## src/rtl/cfgl_pkg.sv

```systemverilog
package cfgl_pkg;
  localparam int WORD_W = 32;
  localparam logic [31:0] SYNC_WORD = 32'hAA55AA55;
  localparam logic [31:0] CRC_POLY  = 32'h04C11DB7;
  localparam logic [31:0] CRC_SEED  = 32'hFFFFFFFF;

  localparam logic [7:0] OP_NOP  = 8'h00;
  localparam logic [7:0] OP_IO   = 8'h01;
  localparam logic [7:0] OP_CORE = 8'h02;
  localparam logic [7:0] OP_FIN  = 8'h0C;

  typedef enum logic [2:0] {
    ST_FUSE, ST_CLEAR, ST_HUNT, ST_ID, ST_CMD, ST_IO, ST_CORE, ST_CHK
  } seq_state_t;

  function automatic logic [31:0] crc_step(input logic [31:0] c, input logic [31:0] w);
    logic [31:0] r;
    logic fb;
    r = c;
    for (int i = 31; i >= 0; i--) begin
      fb = r[31] ^ w[i];
      r  = {r[30:0], 1'b0} ^ (fb ? CRC_POLY : 32'h0);
    end
    return r;
  endfunction
endpackage

```

## src/rtl/cfgl_crc.sv

```systemverilog
module cfgl_crc
  import cfgl_pkg::*;
(
  input  logic        clk,
  input  logic        rst_n,
  input  logic        init,
  input  logic        upd,
  input  logic [31:0] word,
  output logic [31:0] crc
);
  always_ff @(posedge clk or negedge rst_n) begin
    if (!rst_n)    crc <= CRC_SEED;
    else if (init) crc <= CRC_SEED;
    else if (upd)  crc <= crc_step(crc, word);
  end

  // the running value moves only when a word is folded in or restarted
  a_r10_crc_hold: assert property (@(posedge clk) disable iff (!rst_n)
    (!init && !upd) |=> $stable(crc));
endmodule

```

## src/rtl/cfgl_frame_asm.sv

```systemverilog
module cfgl_frame_asm
  import cfgl_pkg::*;
#(
  parameter int FRAMES      = 8,
  parameter int FRAME_WORDS = 2,
  localparam int FA_W    = (FRAMES > 1) ? $clog2(FRAMES) : 1,
  localparam int FRAME_W = WORD_W * FRAME_WORDS,
  localparam int FI_W    = (FRAME_WORDS > 1) ? $clog2(FRAME_WORDS) : 1
)(
  input  logic               clk,
  input  logic               rst_n,
  input  logic               clr_we,
  input  logic [FA_W-1:0]    clr_addr,
  input  logic               start,
  input  logic               push,
  input  logic [WORD_W-1:0]  word,
  output logic               frm_we,
  output logic [FA_W-1:0]    frm_addr,
  output logic [FRAME_W-1:0] frm_data
);
  logic [FRAME_W-1:0] acc;
  logic [FRAME_W-1:0] packed_w;
  logic [FI_W-1:0]    fill;
  logic [FA_W-1:0]    next_addr;
  logic               last_word;

  generate
    if (FRAME_WORDS == 1) begin : g_single
      assign packed_w = word;
    end else begin : g_multi
      assign packed_w = {word, acc[FRAME_W-1:WORD_W]};
    end
  endgenerate

  assign last_word = (fill == FI_W'(FRAME_WORDS - 1));

  always_ff @(posedge clk or negedge rst_n) begin
    if (!rst_n) begin
      acc <= '0; fill <= '0; next_addr <= '0;
      frm_we <= 1'b0; frm_addr <= '0; frm_data <= '0;
    end else begin
      frm_we <= 1'b0;
      if (clr_we) begin
        frm_we   <= 1'b1;
        frm_addr <= clr_addr;
        frm_data <= '0;
      end else if (start) begin
        fill      <= '0;
        next_addr <= '0;
      end else if (push) begin
        acc <= packed_w;
        if (last_word) begin
          frm_we    <= 1'b1;
          frm_addr  <= next_addr;
          frm_data  <= packed_w;
          next_addr <= next_addr + 1'b1;
          fill      <= '0;
        end else begin
          fill <= fill + 1'b1;
        end
      end
    end
  end

  // a frame strobe always traces back to a clear step or a pushed word
  a_r9_strobe_cause: assert property (@(posedge clk) disable iff (!rst_n)
    frm_we |-> ($past(clr_we) || $past(push)));
  // the packing position never passes the frame size
  a_r9_fill_bound: assert property (@(posedge clk) disable iff (!rst_n)
    32'(fill) < FRAME_WORDS);
endmodule

```

## src/rtl/cfgl_fsm.sv

```systemverilog
module cfgl_fsm
  import cfgl_pkg::*;
#(
  parameter int FRAMES = 8,
  parameter int IO_AW  = 6,
  localparam int FA_W  = (FRAMES > 1) ? $clog2(FRAMES) : 1
)(
  input  logic             clk,
  input  logic             rst_n,
  input  logic [31:0]      fuse_word,
  input  logic             clr_bypass,
  input  logic             crc_en,
  input  logic [31:0]      dev_id,
  input  logic             s_valid,
  input  logic [31:0]      s_data,
  output logic             s_ready,
  output logic [31:0]      fuse_q,
  output logic             cfg_status,
  output logic             io_we,
  output logic [IO_AW-1:0] io_addr,
  output logic [31:0]      io_data,
  output logic             load_done,
  output logic             err_flag,
  input  logic [31:0]      crc_val,
  output logic             crc_init,
  output logic             crc_upd,
  output logic             core_start,
  output logic             core_push,
  output logic             clr_we,
  output logic [FA_W-1:0]  clr_addr
);
  seq_state_t       state;
  logic [15:0]      remain;
  logic [IO_AW-1:0] io_idx;
  logic [FA_W-1:0]  clr_cnt;
  logic             fire;
  logic [7:0]       op;
  logic [15:0]      cnt;

  assign op  = s_data[31:24];
  assign cnt = s_data[15:0];

  always_comb begin
    s_ready = (state == ST_HUNT) || (state == ST_ID) || (state == ST_CMD) ||
              (state == ST_IO) || (state == ST_CORE) || (state == ST_CHK);
    fire       = s_valid && s_ready;
    crc_init   = fire && ((state == ST_HUNT) || (state == ST_ID));
    crc_upd    = fire && ((state == ST_CMD) || (state == ST_IO) || (state == ST_CORE));
    core_start = fire && (state == ST_CMD) && (op == OP_CORE);
    core_push  = fire && (state == ST_CORE);
    clr_we     = (state == ST_CLEAR);
    clr_addr   = clr_cnt;
  end

  always_ff @(posedge clk or negedge rst_n) begin
    if (!rst_n) begin
      state <= ST_FUSE; remain <= '0; io_idx <= '0; clr_cnt <= '0;
      fuse_q <= '0; cfg_status <= 1'b0;
      io_we <= 1'b0; io_addr <= '0; io_data <= '0;
      load_done <= 1'b0; err_flag <= 1'b0;
    end else begin
      io_we <= 1'b0;
      unique case (state)
        ST_FUSE: begin
          fuse_q <= fuse_word;
          if (clr_bypass) begin
            state      <= ST_HUNT;
            cfg_status <= 1'b1;
          end else begin
            state   <= ST_CLEAR;
            clr_cnt <= '0;
          end
        end
        ST_CLEAR: begin
          if (32'(clr_cnt) == FRAMES - 1) begin
            state      <= ST_HUNT;
            cfg_status <= 1'b1;
          end else begin
            clr_cnt <= clr_cnt + 1'b1;
          end
        end
        ST_HUNT: if (fire && s_data == SYNC_WORD) state <= ST_ID;
        ST_ID: if (fire) begin
          if (s_data == dev_id) state <= ST_CMD;
          else begin
            err_flag <= 1'b1;
            state    <= ST_HUNT;
          end
        end
        ST_CMD: if (fire) begin
          remain <= cnt;
          io_idx <= '0;
          if (op == OP_IO && cnt != 16'd0)        state <= ST_IO;
          else if (op == OP_CORE && cnt != 16'd0) state <= ST_CORE;
          else if (op == OP_FIN)                  state <= ST_CHK;
        end
        ST_IO: if (fire) begin
          io_we   <= 1'b1;
          io_addr <= io_idx;
          io_data <= s_data;
          io_idx  <= io_idx + 1'b1;
          remain  <= remain - 16'd1;
          if (remain == 16'd1) state <= ST_CMD;
        end
        ST_CORE: if (fire) begin
          remain <= remain - 16'd1;
          if (remain == 16'd1) state <= ST_CMD;
        end
        ST_CHK: if (fire) begin
          if (!crc_en || s_data == crc_val) load_done <= 1'b1;
          else                              err_flag  <= 1'b1;
          state <= ST_HUNT;
        end
        default: state <= ST_HUNT;
      endcase
    end
  end

  // once released the status stays released
  a_r3_status_sticky: assert property (@(posedge clk) disable iff (!rst_n)
    cfg_status |=> cfg_status);
  // no word is taken while the status is still held low
  a_r4_no_take_early: assert property (@(posedge clk) disable iff (!rst_n)
    !cfg_status |-> !s_ready);
  // done is sticky
  a_r10_done_sticky: assert property (@(posedge clk) disable iff (!rst_n)
    load_done |=> load_done);
  // error is sticky
  a_r11_err_sticky: assert property (@(posedge clk) disable iff (!rst_n)
    err_flag |=> err_flag);
  // the captured fuse word never changes after the capture cycle
  a_r1_fuse_hold: assert property (@(posedge clk) disable iff (!rst_n)
    (state != ST_FUSE) |=> $stable(fuse_q));
endmodule

```

## src/rtl/cfgl_top.sv

```systemverilog
module cfgl_top
  import cfgl_pkg::*;
#(
  parameter int FRAMES      = 8,
  parameter int FRAME_WORDS = 2,
  parameter int IO_AW       = 6,
  localparam int FA_W    = (FRAMES > 1) ? $clog2(FRAMES) : 1,
  localparam int FRAME_W = 32 * FRAME_WORDS
)(
  input  logic               clk,
  input  logic               rst_n,
  input  logic [31:0]        fuse_word,
  input  logic               clr_bypass,
  input  logic               crc_en,
  input  logic [31:0]        dev_id,
  input  logic               s_valid,
  input  logic [31:0]        s_data,
  output logic               s_ready,
  output logic [31:0]        fuse_q,
  output logic               cfg_status,
  output logic               frm_we,
  output logic [FA_W-1:0]    frm_addr,
  output logic [FRAME_W-1:0] frm_data,
  output logic               io_we,
  output logic [IO_AW-1:0]   io_addr,
  output logic [31:0]        io_data,
  output logic               load_done,
  output logic               err_flag
);
  logic [31:0]     crc_val;
  logic            crc_init, crc_upd, core_start, core_push, clr_we;
  logic [FA_W-1:0] clr_addr;

  cfgl_fsm #(.FRAMES(FRAMES), .IO_AW(IO_AW)) u_fsm (
    .clk(clk), .rst_n(rst_n), .fuse_word(fuse_word), .clr_bypass(clr_bypass),
    .crc_en(crc_en), .dev_id(dev_id), .s_valid(s_valid), .s_data(s_data),
    .s_ready(s_ready), .fuse_q(fuse_q), .cfg_status(cfg_status),
    .io_we(io_we), .io_addr(io_addr), .io_data(io_data),
    .load_done(load_done), .err_flag(err_flag), .crc_val(crc_val),
    .crc_init(crc_init), .crc_upd(crc_upd), .core_start(core_start),
    .core_push(core_push), .clr_we(clr_we), .clr_addr(clr_addr)
  );

  cfgl_crc u_crc (
    .clk(clk), .rst_n(rst_n), .init(crc_init), .upd(crc_upd),
    .word(s_data), .crc(crc_val)
  );

  cfgl_frame_asm #(.FRAMES(FRAMES), .FRAME_WORDS(FRAME_WORDS)) u_asm (
    .clk(clk), .rst_n(rst_n), .clr_we(clr_we), .clr_addr(clr_addr),
    .start(core_start), .push(core_push), .word(s_data),
    .frm_we(frm_we), .frm_addr(frm_addr), .frm_data(frm_data)
  );
endmodule

```

## config.mk

```make
export PLATFORM = sky130hd
export DESIGN_NAME = cfgl_top
export DESIGN_NICKNAME = d
export VERILOG_FILES = /design/src/rtl/cfgl_pkg.sv /design/src/rtl/cfgl_crc.sv /design/src/rtl/cfgl_frame_asm.sv /design/src/rtl/cfgl_fsm.sv /design/src/rtl/cfgl_top.sv
export SDC_FILE = /design/constraint.sdc
export NUM_CORES = 1
export LEC_CHECK = 0
export BUFFER_PORTS_ARGS = -buffer_cell sky130_fd_sc_hd__buf_2
export CAP_MARGIN = 20
export CORE_AREA = 2 2 153 155
export CTS_BUF_LIST = sky130_fd_sc_hd__clkbuf_8
export CTS_CLUSTER_SIZE = 28
export DETAILED_ROUTE_END_ITERATION = 16
export DIE_AREA = 0 0 155 157
export PLACE_DENSITY = 0.84
export SYNTH_ARGS = -nofsm -noshare
export SYNTH_HDL_FRONTEND = slang
export SYNTH_SLANG_ARGS = --single-unit
```

## constraint.sdc

```tcl
create_clock -name clk -period 11.3 [get_ports clk]
set_input_delay 2.26 -clock clk [delete_from_list [all_inputs] [get_ports clk]]
set_output_delay 2.26 -clock clk [all_outputs]
set_load 0.02 [all_outputs]
```

; ---- After elaboration in Yosys (flattened, before gate mapping)
; Cells that the tools add are included.
[word_totals]
ff_bits = 270
output_inout_bits = 143
[op_classes]
n_addsub = 5
eq_ne = 30
n_mux = 84
bitwise_logic = 66
reduce_logical = 42
[op_table]
columns = operator, count
row1 = XOR 32 bit, 32
row2 = two-way mux 27 bit, 32
row3 = two-way mux 64 bit, 4
row4 = == test 32 bit, 2
row5 = two-way mux 32 bit, 2
row6 = two-way mux 3 bit, 20
row7 = "== test 32 bit, second input constant", 1
row8 = two-way mux 16 bit, 2
row9 = one-hot mux 16 bit (2 select lines), 1
row10 = XOR 1 bit, 32
row11 = AND reduction 3 bit, 8
row12 = one-hot mux 3 bit (7 select lines), 1
row13 = nonzero test 2 bit, 9
row14 = "== test 16 x 1 -> 1 bit, second input constant", 1
row15 = "!= test 2 x 1 -> 1 bit, second input constant", 8
row16 = nonzero test 16 bit, 1
row17 = "subtractor 16 x 1 -> 16 bit, second input constant", 1
row18 = "== test 3 bit, second input constant", 5
row19 = two-way mux 1 bit, 15
row20 = two-way mux 6 bit, 2
row21 = "!= test 2 bit, second input constant", 6
row22 = one-hot mux 6 bit (2 select lines), 1
row23 = logical AND 1 bit, 9
row24 = "== test 8 x 1 -> 1 bit, second input constant", 1
row25 = 19 further kinds, 31

; ---- Longest topological paths before layout
; Gate-level depths: netlist (run 1).
[depth]
depth_word = 98
mapped_depth = 12

; ---- Hierarchy
; From an unflattened synthesis (run 1), not the netlist that was laid out.
[hier_totals]
hier_cells = 1362
hier_area_um2 = 14376.3
[by_module_without_submodules]
columns = mod, instances, cells_per_inst, area_per_inst_um2, seq_area_each_um2
row1 = cfgl_fsm, 1, 573, 5385.2, 2552.4
row2 = cfgl_crc, 1, 397, 4678.2, 840.8
row3 = cfgl_frame_asm, 1, 392, 4312.9, 2602.5

; ---- Least setup slack after synthesis (run 1)
; No wires, ideal clock.
[synth_timing]
kind = in2reg
start = in s_data[26]
end = reg u_crc.crc[12]
arrival_time_ns = 5.557
path_slack_ns = 5.670
cell_stages = 12
cell_sequence = buf_2 > xor2_2 > inv_2 > xnor3_2 > xnor2_2 > xor3_1 > xnor3_2 > xor3_2 > xnor2_2 > xnor2_2 > xnor2_1 > a21oi_1
[synth_between]
elab_chain_cells = 39
word_cells_on_any_way = 59
classes_between = mux (17) / bitwise (42)
[synth_lines]
columns = element, line_no
row1 = from (decl), cfgl_top.sv:17  ; input logic [31:0] s_data,
row2 = XOR 1 bit (*), cfgl_pkg.sv:21  ; fb = r[31] ^ w[i];
row3 = two-way mux 27 bit (*), cfgl_pkg.sv:22  ; r = {r[30:0], 1'b0} ^ (fb ? CRC_POLY : 32'h0);
row4 = XOR 32 bit (*) (6 in a row), cfgl_pkg.sv:22
row5 = XOR 1 bit, cfgl_pkg.sv:21
row6 = two-way mux 27 bit, cfgl_pkg.sv:22
row7 = XOR 32 bit (*) (6 in a row), cfgl_pkg.sv:22
row8 = XOR 1 bit, cfgl_pkg.sv:21
row9 = two-way mux 27 bit, cfgl_pkg.sv:22
row10 = XOR 32 bit (*) (6 in a row), cfgl_pkg.sv:22
row11 = XOR 1 bit, cfgl_pkg.sv:21
row12 = two-way mux 27 bit, cfgl_pkg.sv:22
row13 = XOR 32 bit (*) (6 in a row), cfgl_pkg.sv:22
row14 = XOR 1 bit, cfgl_pkg.sv:21
row15 = two-way mux 27 bit, cfgl_pkg.sv:22
row16 = XOR 32 bit (*) (3 in a row), cfgl_pkg.sv:22
row17 = two-way mux 32 bit (*), cfgl_crc.sv:14  ; else if (upd) crc <= crc_step(crc, word);
row18 = two-way mux 32 bit (*), cfgl_crc.sv:13  ; else if (init) crc <= CRC_SEED;
row19 = to (signal assigned), cfgl_crc.sv:14
row20 = to (decl), cfgl_crc.sv:9  ; output logic [31:0] crc
; Every way passes the cells marked *; elsewhere a longest branch is shown, timed or not. The select of a mux whose other input is x is not followed.
; A chain may end at the register's enable or synchronous reset.

; ---- Worst setup path in the final report (run 1)
[layout_timing]
start = in s_data[20]
end = reg u_crc.crc[20]
[layout_between]
elab_chain_cells = 29
word_cells_on_any_way = 33
classes_between = mux (7) / bitwise (26)
[layout_lines]
columns = element, line_no
row1 = XOR 1 bit (*), cfgl_pkg.sv:21
row2 = two-way mux 27 bit (*), cfgl_pkg.sv:22
row3 = XOR 32 bit (*) (6 in a row), cfgl_pkg.sv:22
row4 = XOR 1 bit or XOR 32 bit (tied branches), "cfgl_pkg.sv:21, cfgl_pkg.sv:22"
row5 = two-way mux 27 bit or XOR 32 bit (tied branches), cfgl_pkg.sv:22
row6 = XOR 32 bit (*) (6 in a row), cfgl_pkg.sv:22
row7 = XOR 1 bit or XOR 32 bit (tied branches), "cfgl_pkg.sv:21, cfgl_pkg.sv:22"
row8 = two-way mux 27 bit or XOR 32 bit (tied branches), cfgl_pkg.sv:22
row9 = XOR 32 bit (*) (9 in a row), cfgl_pkg.sv:22
row10 = two-way mux 32 bit (*), cfgl_crc.sv:14
row11 = two-way mux 32 bit (*), cfgl_crc.sv:13
; Marks and branches as above.

==> results.txt, run 1 <==
1st-pass router iterations: 7
Max stage delay cell, worst path: xnor3_1
Post_cts resized: 0
TritonCTS sink count: 238
Kind of critical path: in2reg
Critical Path Sink Type: flop
Worst skew pair latency: 540 ps
Clk root buf: clkbuf_8
DRC Markers: 0
Deepest clock path buffer count: 3
# hold bufs at CTS: 0
DR vias: 10,200
Setup-failing EPs final: 0
CTS buffer count: 39
Crit path DAT: 6170 ps
Worst path bufs/invs: 1
Worst slew margin: 29.4%
Cells after Synth: 1,216
Number of port buffers: 243
Area grow syn2layout: 16.4%
CTS tree: built
WL/cell: 23.0 um
Yosys warning total: 0
Area contributors post-synth: dfrtp_1 (38%), xnor2_1 (13%), mux2_2 (8.8%)
Clock Skew: 22.6 ps
RSZ-0062 raised after global routing: false
Area of the core: 22,500 um^2
Die area: 24,300 um^2
H-Tree Depth: 2
# rows: 55
Slew at the pin closest to its max-slew limit: 1060 ps
Initial core utilization: 59.6%
Crit path required time: 11,750 ps
Final Routed Wirelength: 40.3 mm
Area share of the largest cell type after synthesis: 38.4%
Ratio of cells with drive above 1 in the final layout: 33.4%
Final net count: 1,545
FMAX: 175 MHz
Post-synthesis sequential area ratio: 44.7%
Clock slew at reported path FFs: 60 ps
Starting DRT DRC Count: 820
Final Hold Vio Count: 0
Average cell area after synthesis: 11.0 um^2
Top FF cell, synth: dfrtp_1
Cell area after synthesis: 13,400 um^2
Global-route wire length before repair: 60.6 mm
Total global routing overflow: 0
Io pins: 244
Clock period minus worst slack: 5720 ps
Post-synth EDFFs: 0
# Max-Cap Violations: 0
Mapped Nets: 1,325
Number of global-route vias before repair: 10,100
Final Cycle Share: 50.6%
Crit start category: primary input
Total GRT Usage: 33.4%
Gpl congestion: 0.988
Fin. max-slew vios: 0
FFs w/ async S/R, synth: 100%
CP max stage delay: 650 ps
Worst-path cell chain: buf_2 > xnor2_1 > xnor3_1 > xnor3_1 > xnor3_1 > xnor3_2 > xnor2_4 > xnor2_1 > xnor3_1 > a21oi_1
FF+latch count, synth: 238
Initial antenna violation count: 1
CP Max Fanout: 6
Vias/cell: 5.86
Library cells used by synthesis: 55
Width of the die: 155 um
Post-Route Setup TNS: 0 ps
Final Util: 69.3%
Post-detailed-route count of antenna-violating nets: 0
Largest net degree at the start of global routing: 122
Crit path top cell by count: xnor3_1
Post-CTS Setup Bufs: 0
Status: completed
Die Y: 157 um
Crit path max-delay family: XOR/XNOR gates
Cell taking the most area after synthesis: dfrtp_1
Hold Path Class: reg2reg
Hpwl dp: 28.7 mm
flip-flops by register name (all words and copies together), names as in the netlist, 3 cells and up:
register,flops
u_fsm.io_data,32
u_fsm.io_idx,6
u_asm.next_addr,3
u_asm.frm_data,64
u_asm.acc,32
u_asm.frm_addr,3
u_fsm.clr_addr,3
u_fsm.state,3
u_crc.crc,32
u_fsm.remain,16
u_fsm.fuse_q,32
u_fsm.io_addr,6
worst reg2reg max path, cell delays in order, from the launching register on:
cell and delay [ps]:
dfstp_2 600, xor2_2 330, inv_2 140, xnor3_2 470, xnor2_2 370, xor3_1 560, xnor3_2 490, xor3_2 540
xnor2_2 270, xnor2_2 120, xnor2_1 160, a21oi_1 150
cell usage after synthesis (15+ instances only):
| cell type | instances |
|---|---|
| xor2_1 | 36 |
| xnor3_1 | 32 |
| xnor2_2 | 15 |
| o21ai_0 | 24 |
| nand4_1 | 16 |
| a21oi_1 | 58 |
| dfstp_2 | 32 |
| clkbuf_1 | 63 |
| nand2_1 | 159 |
| nand3_1 | 81 |
| mux2_2 | 105 |
| dfrtp_1 | 206 |
| xnor2_1 | 197 |
| nor2_1 | 65 |
per-layer routing:
metal	wire, um	global-route usage (%)	share of wire [%]	vias up
met5	0	0	0	-
met4	1800	14.1	4.5	0
met3	4080	8.56	10	122
met2	19100	54.3	47	542
met1	15400	42.9	38	5051
li1	-	-	-	4532
cells in the final DEF, fill, tap and decap left out, types with 3 or more instances in the layout:
master / netlist / routed
o22ai_1: 4 / 4
xnor2_4: 6 / 6
xor2_2: 8 / 8
nor2_1: 65 / 62
nand2b_1: 4 / 4
nand4_1: 16 / 16
buf_4: 1 / 8
a22o_1: 5 / 5
xnor2_1: 197 / 197
xor2_1: 36 / 36
o21ai_0: 24 / 24
mux2_2: 105 / 105
ha_1: 8 / 8
xnor2_2: 15 / 15
or3_1: 7 / 7
xnor3_2: 5 / 5
buf_2: 4 / 242
or2_2: 3 / 3
a21oi_1: 58 / 57
nor4_1: 9 / 9
dfrtp_1: 206 / 206
clkbuf_8: 0 / 51
nand4b_1: 7 / 7
nand3_1: 81 / 81
dfstp_2: 32 / 32
and2_1: 4 / 4
nand2_1: 159 / 157
inv_1: 12 / 25
xnor3_1: 32 / 32
final cells by class:
class	count	area, um^2
Sequential cell	238	6000
Fill cell	1648	6900
Tap cell	285	357
Clock buffer	51	702
Clock inverter	17	100
Multi-Input combinational cell	892	7110
Inverter	14	52.6
Timing Repair Buffer	251	1290
Antenna cell	1	2.50
worst paths after layout:
kind,end,slack (ps),cells after the start,startpoint
setup / recovery,u_crc.crc[20],5580,10,s_data[20]
min in group asynchronous,u_fsm.io_data[4],1790,1,rst_n
setup reg to reg,u_crc.crc[23],7040,11,u_crc.crc[28]
max in group asynchronous,u_asm.acc[50],7380,3,rst_n
hold reg to reg,u_asm.frm_data[9],460,2,u_asm.acc[41]
hold / removal,u_asm.frm_data[9],460,2,u_asm.acc[41]
logic make-up (layout without fill, tap and decap cells):
kind of cell	after synthesis	after routing	synth area share (%)
xor+xnor	302	302	26.0
other cells	0	1	0
buf+inv	86	333	2.48
fa+ha+maj	8	8	0.747
flops	238	238	44.7
compound gates	111	111	4.80
simple gates	365	365	12.3
mux	106	106	8.89
per-stage QoR:
step / hold WS (ps) / cell area [um^2] / setup WS, ps / cells
floorplan: 433 / 13400 / 5670 / 1216
global placement: 439 / 14800 / 5110 / 1680
detailed placement: 449 / 14800 / 5110 / 1680
CTS: 462 / 15600 / 5650 / 1748
global route: 475 / 15600 / 5410 / 1748
finish: 460 / 15600 / 5580 / 1749
Power of run 1 is left out: the tool's default activity adds up to more than one toggle a clock period on the data nets, which glitch-free logic cannot reach.
==> run 2: changes to the inputs <==
- ABC_AREA: unset -> 1
- CORE_AREA: 2 2 153 155 -> 2 2 173 175
- DIE_AREA: 0 0 155 157 -> 0 0 175 177
- PLACE_DENSITY: 0.84 -> 0.79
- clock period: 11.3 -> 4.92 ns (I/O delays scaled with it)
==> results.txt, run 2 <==
Status: completed
Initial antenna violation count: 3
Fin. max-slew vios: 0
Area share of the largest cell type after synthesis: 33.2%
Crit path required time: 5400 ps
TritonCTS sink count: 238
Critical Path Sink Type: flop
Area grow syn2layout: 15.4%
WL/cell: 20.5 um
Final Routed Wirelength: 55.3 mm
Cell with the most instances after synthesis: nand2_1
Clock Skew: 20.3 ps
Starting DRT DRC Count: 1,647
Setup-failing EPs final: 0
Number of port buffers: 243
Commonest non-fill, non-tap cell in the layout: nand2_1
Synth Area in Compound Gates: 10.2%
Post-synth EDFFs: 0
Number of global-route vias before repair: 14,400
Slew at the pin closest to its max-slew limit: 1060 ps
Initial core utilization: 53.1%
Final Cycle Share: 75.0%
Area contributors post-synth: dfrtp_1 (33%), nand2_1 (16%), dfstp_2 (5.4%)
H-Tree Depth: 2
Total GRT Usage: 35.4%
Yosys warning total: 0
Total global routing overflow: 0
Most frequent cells in the layout: nand2_1 (671), buf_2 (242), dfrtp_1 (206), inv_1 (175), o21ai_0 (140)
Worst R2R Start: u_crc.crc[30]
Post-synthesis sequential area ratio: 38.6%
Post-Synth XOR/XNOR Area: 8.71%
Post-CTS Setup Bufs: 0
CTS buffer count: 39
Area after DPL: 17,200 um^2
Gpl congestion: 1.01
# Max-Cap Violations: 0
Width of the die: 175 um
Global-route wire length before repair: 83.6 mm
Final net count: 2,392
CTS tree: built
Library cells used by synthesis: 52
Ratio of cells with drive above 1 in the final layout: 25.3%
FFs w/ async S/R, synth: 100%
DR vias: 15,200
Kind of critical path: in2reg
Worst hold start: u_fsm.err_flag
Synth cell count leaders: nand2_1 (671), dfrtp_1 (206), inv_1 (165)
Cells after Synth: 2,039
# hold bufs at CTS: 0
Largest register by flop count: u_asm.frm_data
Final Hold Vio Count: 0
Flop-to-flop setup slack: 1280 ps
Io pins: 244
Cell taking the most area after synthesis: dfrtp_1
Largest family of logic cells by synthesized area: simple AND/OR/NAND/NOR gates
Largest register FFs: 64
# rows: 63
Post_cts resized: 0
CP Max Fanout: 8
CP max stage delay: 230 ps
Hold Path Class: reg2reg
Die Y: 177 um
Deepest clock path buffer count: 3
Adder-Cell Fraction of Synth Area: 0.645%
Max stage delay cell, worst path: inv_1
Post-Route Setup TNS: 0 ps
Cell area after synthesis: 15,500 um^2
Worst slew margin: 29.4%
Crit path top cell by count: nand2_1
1st-pass router iterations: 5
Die area: 31,000 um^2
Mux contribution to synthesized area: 0%
Mapped Nets: 2,148
Average cell area after synthesis: 7.61 um^2
RSZ-0062 raised after global routing: false
Clock slew at reported path FFs: 60 ps
Area of the core: 29,200 um^2
Vias/cell: 5.64
Post-detailed-route count of antenna-violating nets: 0
Worst skew pair latency: 550 ps
Clk root buf: clkbuf_8
Final Instance Area: 17,900 um^2
Fill cells: 2,679
Critical path origin: s_data[21]
Hpwl dp: 42.8 mm
FF+latch count, synth: 238
DRC Markers: 0
Crit path DAT: 4170 ps
Largest net degree at the start of global routing: 133
Clock period minus worst slack: 3690 ps
Top FF cell, synth: dfrtp_1
Register area: 6000 um^2
FMAX: 271 MHz
Crit start category: primary input
Simple-gate share of the synthesized area: 35.2%
Multi-input logic area: 8520 um^2
[run 2: kinds of logic after synthesis]
group,Yosys count
AOI/OAI and AO/OA,266
xor gates and xnor gates,145
adders and majority gates,8
buffers and inverters,265
DFF,238
and+or+nand+nor,1117
[run 2: critical path: cells and delay by family]
| family | cells | cell delay, ps |
|---|---|---|
| buffers and inverters | 4 | 470 |
| AND/OR/NAND/NOR | 23 | 2710 |
[run 2: area by class of cell]
type,count,share of cell area [%]
Sequential cell,238,33.5
Multi-Input combinational cell,1536,47.6
Inverter,213,4.58
Timing Repair Buffer,255,7.42
Clock buffer,46,3.54
Clock inverter,19,0.643
Antenna cell,2,0.0280
Tap cell,390,2.73
[run 2: final timing paths]
kind                                    end  cells after the start
setup / recovery              u_crc.crc[12]                     27
hold / removal               u_fsm.err_flag                      1
setup reg to reg              u_crc.crc[10]                     21
hold reg to reg              u_fsm.err_flag                      1
max in group asynchronous      u_crc.crc[5]                      2
min in group asynchronous  u_fsm.fuse_q[22]                      1
[run 2: per-stage QoR]
step | hold slack, ps | std cells | setup slack [ps] | util (%)
floorplan | 433 | 2039 | 1670 | -
finish | 465 | 2699 | 1230 | 61.2
global placement | 448 | 2632 | 713 | 58.6
detailed placement | 455 | 2632 | 720 | 58.6
global route | 488 | 2699 | 923 | 61.2
CTS | 469 | 2697 | 1280 | 61.2
[run 2: layer usage]
layer	up-vias	wire (um)	GRT usage (%)
met4	2	3220	18.1
met5	-	14	0
met2	814	25500	58.0
met1	7181	21800	45.5
li1	7024	-	-
met3	194	4740	5.99
Power of run 2 is left out for the same reason.
==> run 3: changes to the inputs <==
- CORE_AREA: 2 2 173 175 -> 2 2 164 166
- DIE_AREA: 0 0 175 177 -> 0 0 166 168
- PLACE_DENSITY: 0.79 -> 0.83
- clock period: 4.92 -> 3.5 ns (I/O delays scaled with it)
==> results.txt, run 3 (same netlist as run 2, synthesis figures left out) <==
Initial antenna violation count: 5
Hold Path Class: in2async
Final Instance Area: 19,800 um^2
Max stage delay cell, worst path: dfstp_2
Ratio of cells with drive above 1 in the final layout: 33.8%
CTS tree: built
Initial core utilization: 58.9%
CP Max Fanout: 7
WL/cell: 20.6 um
Largest net degree at the start of global routing: 93
Clock slew at reported path FFs: 60 ps
Final Cycle Share: 97.7%
CTS buffer count: 41
Crit path DAT: 3880 ps
Final net count: 2,595
Width of the die: 166 um
Largest register by flop count: u_asm.frm_data
FMAX: 292 MHz
# rows: 60
Crit path top cell by count: nand2_4
1st-pass router iterations: 6
DR vias: 16,200
Post-detailed-route count of antenna-violating nets: 0
TritonCTS sink count: 238
Kind of critical path: reg2reg
Worst slew margin: 30.5%
Crit start category: flop
Vias/cell: 5.68
Crit path max-delay family: simple AND/OR/NAND/NOR gates
Global-route wire length before repair: 88.6 mm
Io pins: 244
CP max stage delay: 640 ps
Hpwl dp: 45.2 mm
Post-Route Setup TNS: 0 ps
Worst skew pair latency: 540 ps
Reg2Reg Depth: 28
Final hold slack: 155 ps
Area of the core: 26,400 um^2
Most frequent cells in the layout: nand2_1 (635), buf_2 (242), dfrtp_1 (206), buf_4 (205), inv_1 (174)
# hold bufs at CTS: 0
Fin. max-slew vios: 0
Crit path required time: 3960 ps
Status: completed
# Max-Cap Violations: 0
Starting DRT DRC Count: 1,694
Die area: 27,900 um^2
Clock Skew: 24.8 ps
H-Tree Depth: 2
Total GRT Usage: 41.4%
RSZ-0062 raised after global routing: true
Gpl congestion: 1.04
Clock period minus worst slack: 3420 ps
Final Routed Wirelength: 58.9 mm
Critical Path Sink Type: flop
Commonest non-fill, non-tap cell in the layout: nand2_1
Die Y: 168 um
Final Hold Vio Count: 0
Worst path bufs/invs: 4
Number of global-route vias before repair: 15,500
Worst R2R Start: u_crc.crc[30]
Deepest clock path buffer count: 3
Slew at the pin closest to its max-slew limit: 1040 ps
Area after DPL: 18,600 um^2
Largest register FFs: 64
Setup-failing EPs final: 0
RR Endpoint: u_crc.crc[11]
Fill cells: 2,013
Number of port buffers: 243
Flop-to-flop setup slack: 80 ps
Clk root buf: clkbuf_8
Area grow syn2layout: 27.8%
DRC Markers: 0
Total global routing overflow: 0
run 3: through the flow:
step	setup slack [ps]	util, %	std cells
finish	79.3	75.3	2858
detailed placement	-187	70.7	2779
CTS	38.8	73.9	2849
floorplan	536	-	2039
global route	-39.6	75.3	2857
global placement	-156	70.7	2779
run 3: layout make-up:
cell class,count,area (um^2),share of cell area [%]
Inverter,213,820,4.13
Multi-Input combinational cell,1536,8830,44.5
Clock buffer,50,688,3.47
Timing Repair Buffer,456,2920,14.7
Sequential cell,238,6000,30.2
Antenna cell,4,10.0,0.0505
Tap cell,341,427,2.15
Clock inverter,20,140,0.707
run 3: worst max-delay path by stage:
stage / start / end / slack, ps / cells past startpoint
floorplan: s_data[29] / u_crc.crc[5] / 540 / 27
global route: u_crc.crc[30] / u_crc.crc[11] / -40 / 28
finish: u_crc.crc[30] / u_crc.crc[11] / 80 / 28
global placement: s_data[29] / u_crc.crc[12] / -160 / 25
detailed placement: s_data[29] / u_crc.crc[12] / -190 / 28
CTS: u_crc.crc[25] / u_crc.crc[12] / 40 / 25
run 3: what timing repair did:
item	in CTS	in global routing
hold endpoints to repair	0	0
resized for setup	0	79
endpoints found under the setup margin	0	26
buffers inserted	0	5
run 3: per-layer routing:
metal	routed length (um)	track usage [%]
met2	27300	68.4
met1	21200	50.4
met5	13	0
met4	4640	26.0
met3	5730	7.50
Power of run 3 is left out for the same reason.
